## src/rtl/zstk_pkg.sv

```systemverilog
`timescale 1ns/1ps
package zstk_pkg;

    typedef enum logic [2:0] {
        OP_IDLE = 3'd0,
        OP_PUSH = 3'd1,
        OP_POP  = 3'd2,
        OP_ADD  = 3'd3,
        OP_CALL = 3'd4,
        OP_RET  = 3'd5
    } op_e;

    typedef enum logic [1:0] {
        STEP_HOLD = 2'd0,
        STEP_UP   = 2'd1,
        STEP_DOWN = 2'd2
    } step_e;

    typedef enum logic {
        WL_TOP   = 1'b0,
        WL_UNDER = 1'b1
    } wloc_e;

    typedef enum logic {
        ST_READY = 1'b0,
        ST_SUM   = 1'b1
    } state_e;

    function automatic bool_grows(input op_e op);
        return (op == OP_PUSH) || (op == OP_CALL);
    endfunction

    function automatic bool_shrinks(input op_e op);
        return (op == OP_POP) || (op == OP_RET);
    endfunction

endpackage

```

## src/rtl/zstk_ram.sv

```systemverilog
`timescale 1ns/1ps
module zstk_ram #(
    parameter int DATA_W = 16,
    parameter int DEPTH  = 16,
    localparam int AW    = (DEPTH > 1) ? $clog2(DEPTH) : 1
) (
    input  logic              clk,
    input  logic              we,
    input  logic [AW-1:0]     waddr,
    input  logic [DATA_W-1:0] wdata,
    input  logic [AW-1:0]     raddr_a,
    output logic [DATA_W-1:0] rdata_a,
    input  logic [AW-1:0]     raddr_b,
    output logic [DATA_W-1:0] rdata_b
);
    logic [DATA_W-1:0] cells [DEPTH];

    always_ff @(posedge clk) begin
        if (we) cells[waddr] <= wdata;
    end

    assign rdata_a = cells[raddr_a];
    assign rdata_b = cells[raddr_b];

    always_ff @(posedge clk) begin
        if (we) begin
            assert_waddr_in_range_R8: assert (int'(waddr) < DEPTH)
                else $error("write address outside storage");
        end
    end
endmodule

```

## src/rtl/zstk_ptr.sv

```systemverilog
`timescale 1ns/1ps
module zstk_ptr
    import zstk_pkg::*;
#(
    parameter int DEPTH = 16,
    localparam int AW   = (DEPTH > 1) ? $clog2(DEPTH) : 1,
    localparam int SP_W = $clog2(DEPTH + 1)
) (
    input  logic            clk,
    input  logic            rst,
    input  step_e           step,
    output logic [SP_W-1:0] sp,
    output logic [AW-1:0]   at_free,
    output logic [AW-1:0]   at_top,
    output logic [AW-1:0]   at_under,
    output logic            full,
    output logic            empty,
    output logic            has_two
);
    localparam logic [SP_W-1:0] LIMIT = SP_W'(DEPTH);

    always_ff @(posedge clk) begin
        if (rst) begin
            sp <= '0;
        end else begin
            unique case (step)
                STEP_UP:   sp <= sp + 1'b1;
                STEP_DOWN: sp <= sp - 1'b1;
                default:   sp <= sp;
            endcase
        end
    end

    always_comb begin
        logic [SP_W-1:0] m1;
        logic [SP_W-1:0] m2;
        m1       = sp - SP_W'(1);
        m2       = sp - SP_W'(2);
        at_free  = sp[AW-1:0];
        at_top   = m1[AW-1:0];
        at_under = m2[AW-1:0];
    end

    assign full    = (sp == LIMIT);
    assign empty   = (sp == '0);
    assign has_two = (sp >= SP_W'(2));

    assert_sp_bound_R10: assert property (@(posedge clk) disable iff (rst)
        sp <= LIMIT);
    assert_no_up_when_full_R8: assert property (@(posedge clk) disable iff (rst)
        (step == STEP_UP) |-> !full);
    assert_no_down_when_empty_R9: assert property (@(posedge clk) disable iff (rst)
        (step == STEP_DOWN) |-> !empty);
endmodule

```

## src/rtl/zstk_ctrl.sv

```systemverilog
`timescale 1ns/1ps
module zstk_ctrl
    import zstk_pkg::*;
#(
    parameter int DATA_W = 16
) (
    input  logic              clk,
    input  logic              rst,
    input  logic              cmd_valid,
    input  logic [2:0]        cmd_op,
    input  logic [DATA_W-1:0] cmd_data,
    input  logic [DATA_W-1:0] pc_cur,
    input  logic              full,
    input  logic              empty,
    input  logic              has_two,
    input  logic [DATA_W-1:0] top_word,
    input  logic [DATA_W-1:0] under_word,
    output step_e             step,
    output logic              we,
    output wloc_e             wloc,
    output logic [DATA_W-1:0] wdata,
    output logic [DATA_W-1:0] pop_data,
    output logic              pop_valid,
    output logic [DATA_W-1:0] pc_next,
    output logic              pc_load,
    output logic              err,
    output logic              busy
);
    state_e            state;
    logic [DATA_W-1:0] opnd_hi;
    logic [DATA_W-1:0] opnd_lo;
    logic              accept;
    logic              refuse;
    op_e               op;

    assign op     = op_e'(cmd_op);
    assign accept = cmd_valid && (state == ST_READY);
    assign busy   = (state == ST_SUM);

    always_comb begin
        step  = STEP_HOLD;
        we    = 1'b0;
        wloc  = WL_TOP;
        wdata = cmd_data;
        if (state == ST_SUM) begin
            we    = 1'b1;
            wloc  = WL_UNDER;
            wdata = opnd_hi + opnd_lo;
            step  = STEP_DOWN;
        end else if (accept) begin
            if (bool_grows(op) && !full) begin
                we    = 1'b1;
                step  = STEP_UP;
                wdata = (op == OP_CALL) ? pc_cur + 1'b1 : cmd_data;
            end else if (bool_shrinks(op) && !empty) begin
                step = STEP_DOWN;
            end
        end
    end

    always_comb begin
        refuse = 1'b0;
        if (accept) begin
            refuse = (bool_grows(op) && full) ||
                     (bool_shrinks(op) && empty) ||
                     ((op == OP_ADD) && !has_two);
        end
    end

    always_ff @(posedge clk) begin
        if (rst) begin
            state     <= ST_READY;
            opnd_hi   <= '0;
            opnd_lo   <= '0;
            pop_data  <= '0;
            pop_valid <= 1'b0;
            pc_next   <= '0;
            pc_load   <= 1'b0;
            err       <= 1'b0;
        end else begin
            pop_valid <= 1'b0;
            pc_load   <= 1'b0;
            err       <= refuse;
            if (state == ST_SUM) begin
                state <= ST_READY;
            end else if (accept) begin
                unique case (op)
                    OP_POP: if (!empty) begin
                        pop_valid <= 1'b1;
                        pop_data  <= top_word;
                    end
                    OP_RET: if (!empty) begin
                        pc_load <= 1'b1;
                        pc_next <= top_word;
                    end
                    OP_CALL: if (!full) begin
                        pc_load <= 1'b1;
                        pc_next <= cmd_data;
                    end
                    OP_ADD: if (has_two) begin
                        opnd_hi <= top_word;
                        opnd_lo <= under_word;
                        state   <= ST_SUM;
                    end
                    default: ;
                endcase
            end
        end
    end

    assert_busy_single_R4: assert property (@(posedge clk) disable iff (rst)
        busy |=> !busy);
    assert_refusal_quiet_R9: assert property (@(posedge clk) disable iff (rst)
        $onehot0({err, pop_valid, pc_load}));
    assert_busy_no_pulse_R5: assert property (@(posedge clk) disable iff (rst)
        busy |=> !err && !pop_valid && !pc_load);
endmodule

```

## src/rtl/zstack_unit.sv

```systemverilog
`timescale 1ns/1ps
module zstack_unit
    import zstk_pkg::*;
#(
    parameter int DATA_W      = 16,
    parameter int STACK_DEPTH = 16,
    localparam int AW         = (STACK_DEPTH > 1) ? $clog2(STACK_DEPTH) : 1,
    localparam int SP_W       = $clog2(STACK_DEPTH + 1)
) (
    input  logic              clk,
    input  logic              rst,
    input  logic              cmd_valid,
    input  logic [2:0]        cmd_op,
    input  logic [DATA_W-1:0] cmd_data,
    input  logic [DATA_W-1:0] pc_cur,
    output logic [DATA_W-1:0] pop_data,
    output logic              pop_valid,
    output logic [DATA_W-1:0] pc_next,
    output logic              pc_load,
    output logic              busy,
    output logic              err,
    output logic              full,
    output logic              empty,
    output logic [SP_W-1:0]   sp
);
    step_e             step;
    logic              we;
    wloc_e             wloc;
    logic [DATA_W-1:0] wdata;
    logic [AW-1:0]     at_free;
    logic [AW-1:0]     at_top;
    logic [AW-1:0]     at_under;
    logic              has_two;
    logic [DATA_W-1:0] top_word;
    logic [DATA_W-1:0] under_word;
    logic [AW-1:0]     waddr;

    assign waddr = (wloc == WL_UNDER) ? at_under : at_free;

    zstk_ptr #(.DEPTH(STACK_DEPTH)) u_ptr (
        .clk      (clk),
        .rst      (rst),
        .step     (step),
        .sp       (sp),
        .at_free  (at_free),
        .at_top   (at_top),
        .at_under (at_under),
        .full     (full),
        .empty    (empty),
        .has_two  (has_two)
    );

    zstk_ram #(.DATA_W(DATA_W), .DEPTH(STACK_DEPTH)) u_ram (
        .clk     (clk),
        .we      (we),
        .waddr   (waddr),
        .wdata   (wdata),
        .raddr_a (at_top),
        .rdata_a (top_word),
        .raddr_b (at_under),
        .rdata_b (under_word)
    );

    zstk_ctrl #(.DATA_W(DATA_W)) u_ctrl (
        .clk        (clk),
        .rst        (rst),
        .cmd_valid  (cmd_valid),
        .cmd_op     (cmd_op),
        .cmd_data   (cmd_data),
        .pc_cur     (pc_cur),
        .full       (full),
        .empty      (empty),
        .has_two    (has_two),
        .top_word   (top_word),
        .under_word (under_word),
        .step       (step),
        .we         (we),
        .wloc       (wloc),
        .wdata      (wdata),
        .pop_data   (pop_data),
        .pop_valid  (pop_valid),
        .pc_next    (pc_next),
        .pc_load    (pc_load),
        .err        (err),
        .busy       (busy)
    );

    assert_push_grows_R2: assert property (@(posedge clk) disable iff (rst)
        (step == STEP_UP) |=> sp == $past(sp) + 1'b1);
    assert_pop_lowers_R3: assert property (@(posedge clk) disable iff (rst)
        pop_valid |-> sp == $past(sp) - 1'b1);
    assert_add_lowers_R4: assert property (@(posedge clk) disable iff (rst)
        busy |=> sp == $past(sp) - 1'b1);
    assert_refused_sp_kept_R8: assert property (@(posedge clk) disable iff (rst)
        err |-> sp == $past(sp));
endmodule

```

## config.mk

```make
export PLATFORM = sky130hd
export DESIGN_NAME = zstack_unit
export DESIGN_NICKNAME = d
export VERILOG_FILES = /design/src/rtl/zstk_pkg.sv /design/src/rtl/zstk_ram.sv /design/src/rtl/zstk_ptr.sv /design/src/rtl/zstk_ctrl.sv /design/src/rtl/zstack_unit.sv
export SDC_FILE = /design/constraint.sdc
export NUM_CORES = 1
export LEC_CHECK = 0
export ABC_AREA = 1
export CAP_MARGIN = 20
export CORE_UTILIZATION = 65
export CTS_CLUSTER_DIAMETER = 60
export DETAILED_ROUTE_END_ITERATION = 12
export DONT_BUFFER_PORTS = 1
export HOLD_SLACK_MARGIN = 0.03
export PLACE_DENSITY = 0.81
export SYNTH_ARGS = -nofsm -noshare
export SYNTH_HDL_FRONTEND = slang
export SYNTH_HIERARCHICAL = 1
export SYNTH_SLANG_ARGS = --single-unit
export TNS_END_PERCENT = 20
```

## constraint.sdc

```tcl
create_clock -name clk -period 3.8 [get_ports clk]
set_input_delay 0.76 -clock clk [delete_from_list [all_inputs] [get_ports clk]]
set_output_delay 0.76 -clock clk [all_outputs]
set_load 0.005 [all_outputs]
```

==> summary.md <==
| Metric | Value |
|---|---|
| Vias/cell | 6.08 |
| Port Buf Inserts | 0 |
| First-pass GRT wire length | approximately 85000 µm |
| Seq cells post-synth | about 330 |
| Crit Path Category | reg -> reg |
| Area contributors post-synth | edfxtp_1 (42%), nand2_1 (15%), nand3_1 (13%), dfxtp_1 (7.9%), inv_1 (7.0%) |
| Count of pins over their slew limit | 0 |
| Die height | around 170 µm |
| Nets | ~2400 |
| Synthesized cell area | between 15000 and 20000 µm² |
| Worst Tran Pin Value | between 1000 and 1500 ps |
| Pwr/cell area | 473 nW/µm² |
| Worst setup SP type | flip-flop |
| Vias | around 17000 |
| Gr usage total | just under 40% |
| Design Power | 9.33 mW |
| Final Core Density | between 70 and 80% |
| Setup TNS | 0 ps |
| Ys Warns | 6 |
| Sequential share of the synthesized area | around half |
| Setup ws final | around 830 ps |
| Starting Density | between 60% and 70% |
| Ant. Diodes | 0 |
| Met1 Wirelength | around 20000 µm |
| Clock Latency Late Sink | roughly 530 ps |
| RSZ-0062 raised after global routing | no |
| Post-synth top area share | about two fifths |
| Met3 routed WL | ~7100 µm |
| CP Data Required Time | 4250 ps |
| DP HPWL | about 36000 µm |
| CTS Sinks | 329 |
| Setup Skew | 19.4 ps |
| Post-synth cell types | 34 |
| Post-route ant nets | 0 |
| Post_cts resized | 0 |
| Setup Buffers After CTS | 0 |
| Per-cell routed wire length | ~20 µm |
| Vias in the first global route | between 15000 and 20000 |
| Leading area contributor after synthesis | edfxtp_1 |
| Met2 wire length | ~25000 µm |
| GPL Wtd Cong | roughly 1 |
| Die area | between 20000 and 30000 µm² |
| DRC viols | 0 |
| CP max FO | 64 |
| Pre-CTS worst setup slack | slightly above 900 ps |
| # IOs | 81 |
| CTS tree | done |
| P_leak | between 9 and 10 nW |
| Num CTS Buffers | 36 |
| Rows | slightly above 60 |
| Starting DRT DRC Count | between 2000 and 3000 |
| Status | finished clean |
| Die W | 171 µm |
| Most common cell after layout, fill and taps aside | nand2_1 |
| DR pass1 iterations | 6 |
| Largest net degree at the start of global routing | 93 |
| Initial antenna violation count | 0 |
| Final count of negative-setup-slack endpoints | 0 |
| Top layer in use | met4 |
| WL final | roughly 56000 µm |
| VDD IR max | between 400 and 500 µV |
| Clk buf depth | 3 |
| Post-cts hold buffer count | 0 |
| Period utilization | between 70% and 80% |
| Final hold viol count | 0 |
| Root buf cell | clkbuf_16 |
| Maxcap violations | 0 |
| GRT overflow | 0 |
| Syn_nets | around 2500 |
| Final min period | between 2000 and 3000 ps |
| Worst min path class | in -> reg |
| Max-slew headroom | between 20% and 30% |
| Share of cells above drive strength 1 | 6.35% |
| Area Growth Syn to Fin | 6.92% |
| Crit path capture type | flip-flop |
| CTS clk-pin slew, worst paths | around 60 ps |
| Core ar. | 27900 µm² |
| F_max | 337 MHz |
| Most frequent cells in the layout | nand2_1 (716), nand3_1 (482), inv_1 (341) |
| Syn Area/Cell | between 7 and 8 µm² |
| Post-synthesis cell count | around 2400 |
| Crit path DAT | about 3400 ps |
| H-tree depth | 2 |
where the power goes:
part           leakage (nW)  total (mW)  switching [mW]  internal [mW]
Sequential             2.89        3.99          0.0371           3.95
Combinational          5.62        2.00            1.49          0.516
Clock                 0.549        3.34            1.41           1.93
cells in the mapped netlist:
master / count
clkbuf_1: 31
nand3b_1: 5
o211ai_1: 1
nand3_4: 1
nand4_1: 5
nand3_2: 3
nor2_8: 1
o21ai_0: 97
nor3_1: 4
a21oi_1: 32
nand3_1: 482
buf_2: 42
edfxtp_1: 256
nor2_1: 186
and2_1: 1
dfxtp_1: 73
o21ai_1: 10
buf_4: 37
buf_1: 5
or2_2: 1
nor3_4: 1
buf_6: 17
xnor2_1: 7
nand2_4: 1
xor2_1: 6
nor2_2: 1
inv_1: 344
nand2_1: 716
inv_4: 1
fa_1: 1
a21oi_2: 2
ha_1: 23
inv_2: 12
nand2_2: 2
kinds of logic after synthesis:
logic type | share of synthesized area, %
xor gates and xnor gates | 0.617
DFF | 49.6
adders and majority gates | 1.67
and+or+nand+nor | 32.6
AOI/OAI and AO/OA | 3.90
buffers and inverters | 11.7
registers in the layout, summed over array words and instances (netlist names):
name and flops:
u_ctrl/pop_valid 1, u_ctrl/busy 1, u_ram/cells 256, u_ptr/sp 5
u_ctrl/pc_next 16, u_ctrl/pop_data 16, u_ctrl/opnd_lo 16, u_ctrl/opnd_hi 16
u_ctrl/err 1, u_ctrl/pc_load 1
worst max-delay path, cell delays in order (launching register included):
cell and delay (ps):
dfxtp_1 460, inv_2 170, ha_1 350, inv_2 80
buf_4 640, nand3_1 150, nand3_1 150, nand3_1 190
nand2_1 290, nand2_1 80, o21ai_0 80, nor2_1 70
nor2_1 100
layer usage:
layer,vias to the layer above,GRT usage (%)
met5,-,0
met4,0,22.2
met3,251,7.24
met2,1271,59.8
met1,7683,51.4
li1,7639,-
path summary, 6_finish.rpt:
| kind | endpoint | cells past startpoint | start | slack [ps] |
|---|---|---|---|---|
| worst min register to register | u_ctrl/opnd_hi[12] | 2 | u_ctrl/opnd_hi[12] | 490 |
| worst min-delay path | u_ctrl/pop_valid | 1 | rst | 300 |
| worst max-delay path | u_ctrl/pc_next[2] | 12 | u_ptr/sp[1] | 830 |
| worst max register to register | u_ctrl/pc_next[2] | 12 | u_ptr/sp[1] | 830 |
stage by stage:
stage | area [µm²] | cells | hold slack (ps)
global route | 19700 | 2772 | 294
CTS | 19700 | 2772 | 289
global placement | 18600 | 2708 | 470
detailed placement | 18600 | 2708 | 482
floorplan | 18500 | 2407 | 459
finish | 19700 | 2772 | 299
cell type report:
type | count | area (µm²)
well taps | 378 | 473
fillers | 2197 | 8120
clock inverters | 15 | 110
clock buffers | 49 | 1000
repair buffers | 55 | 450
flip-flops and latches | 329 | 9150
multi-input cells | 1589 | 7200
inverters | 357 | 1350
(Power assumes the default switching activity.)
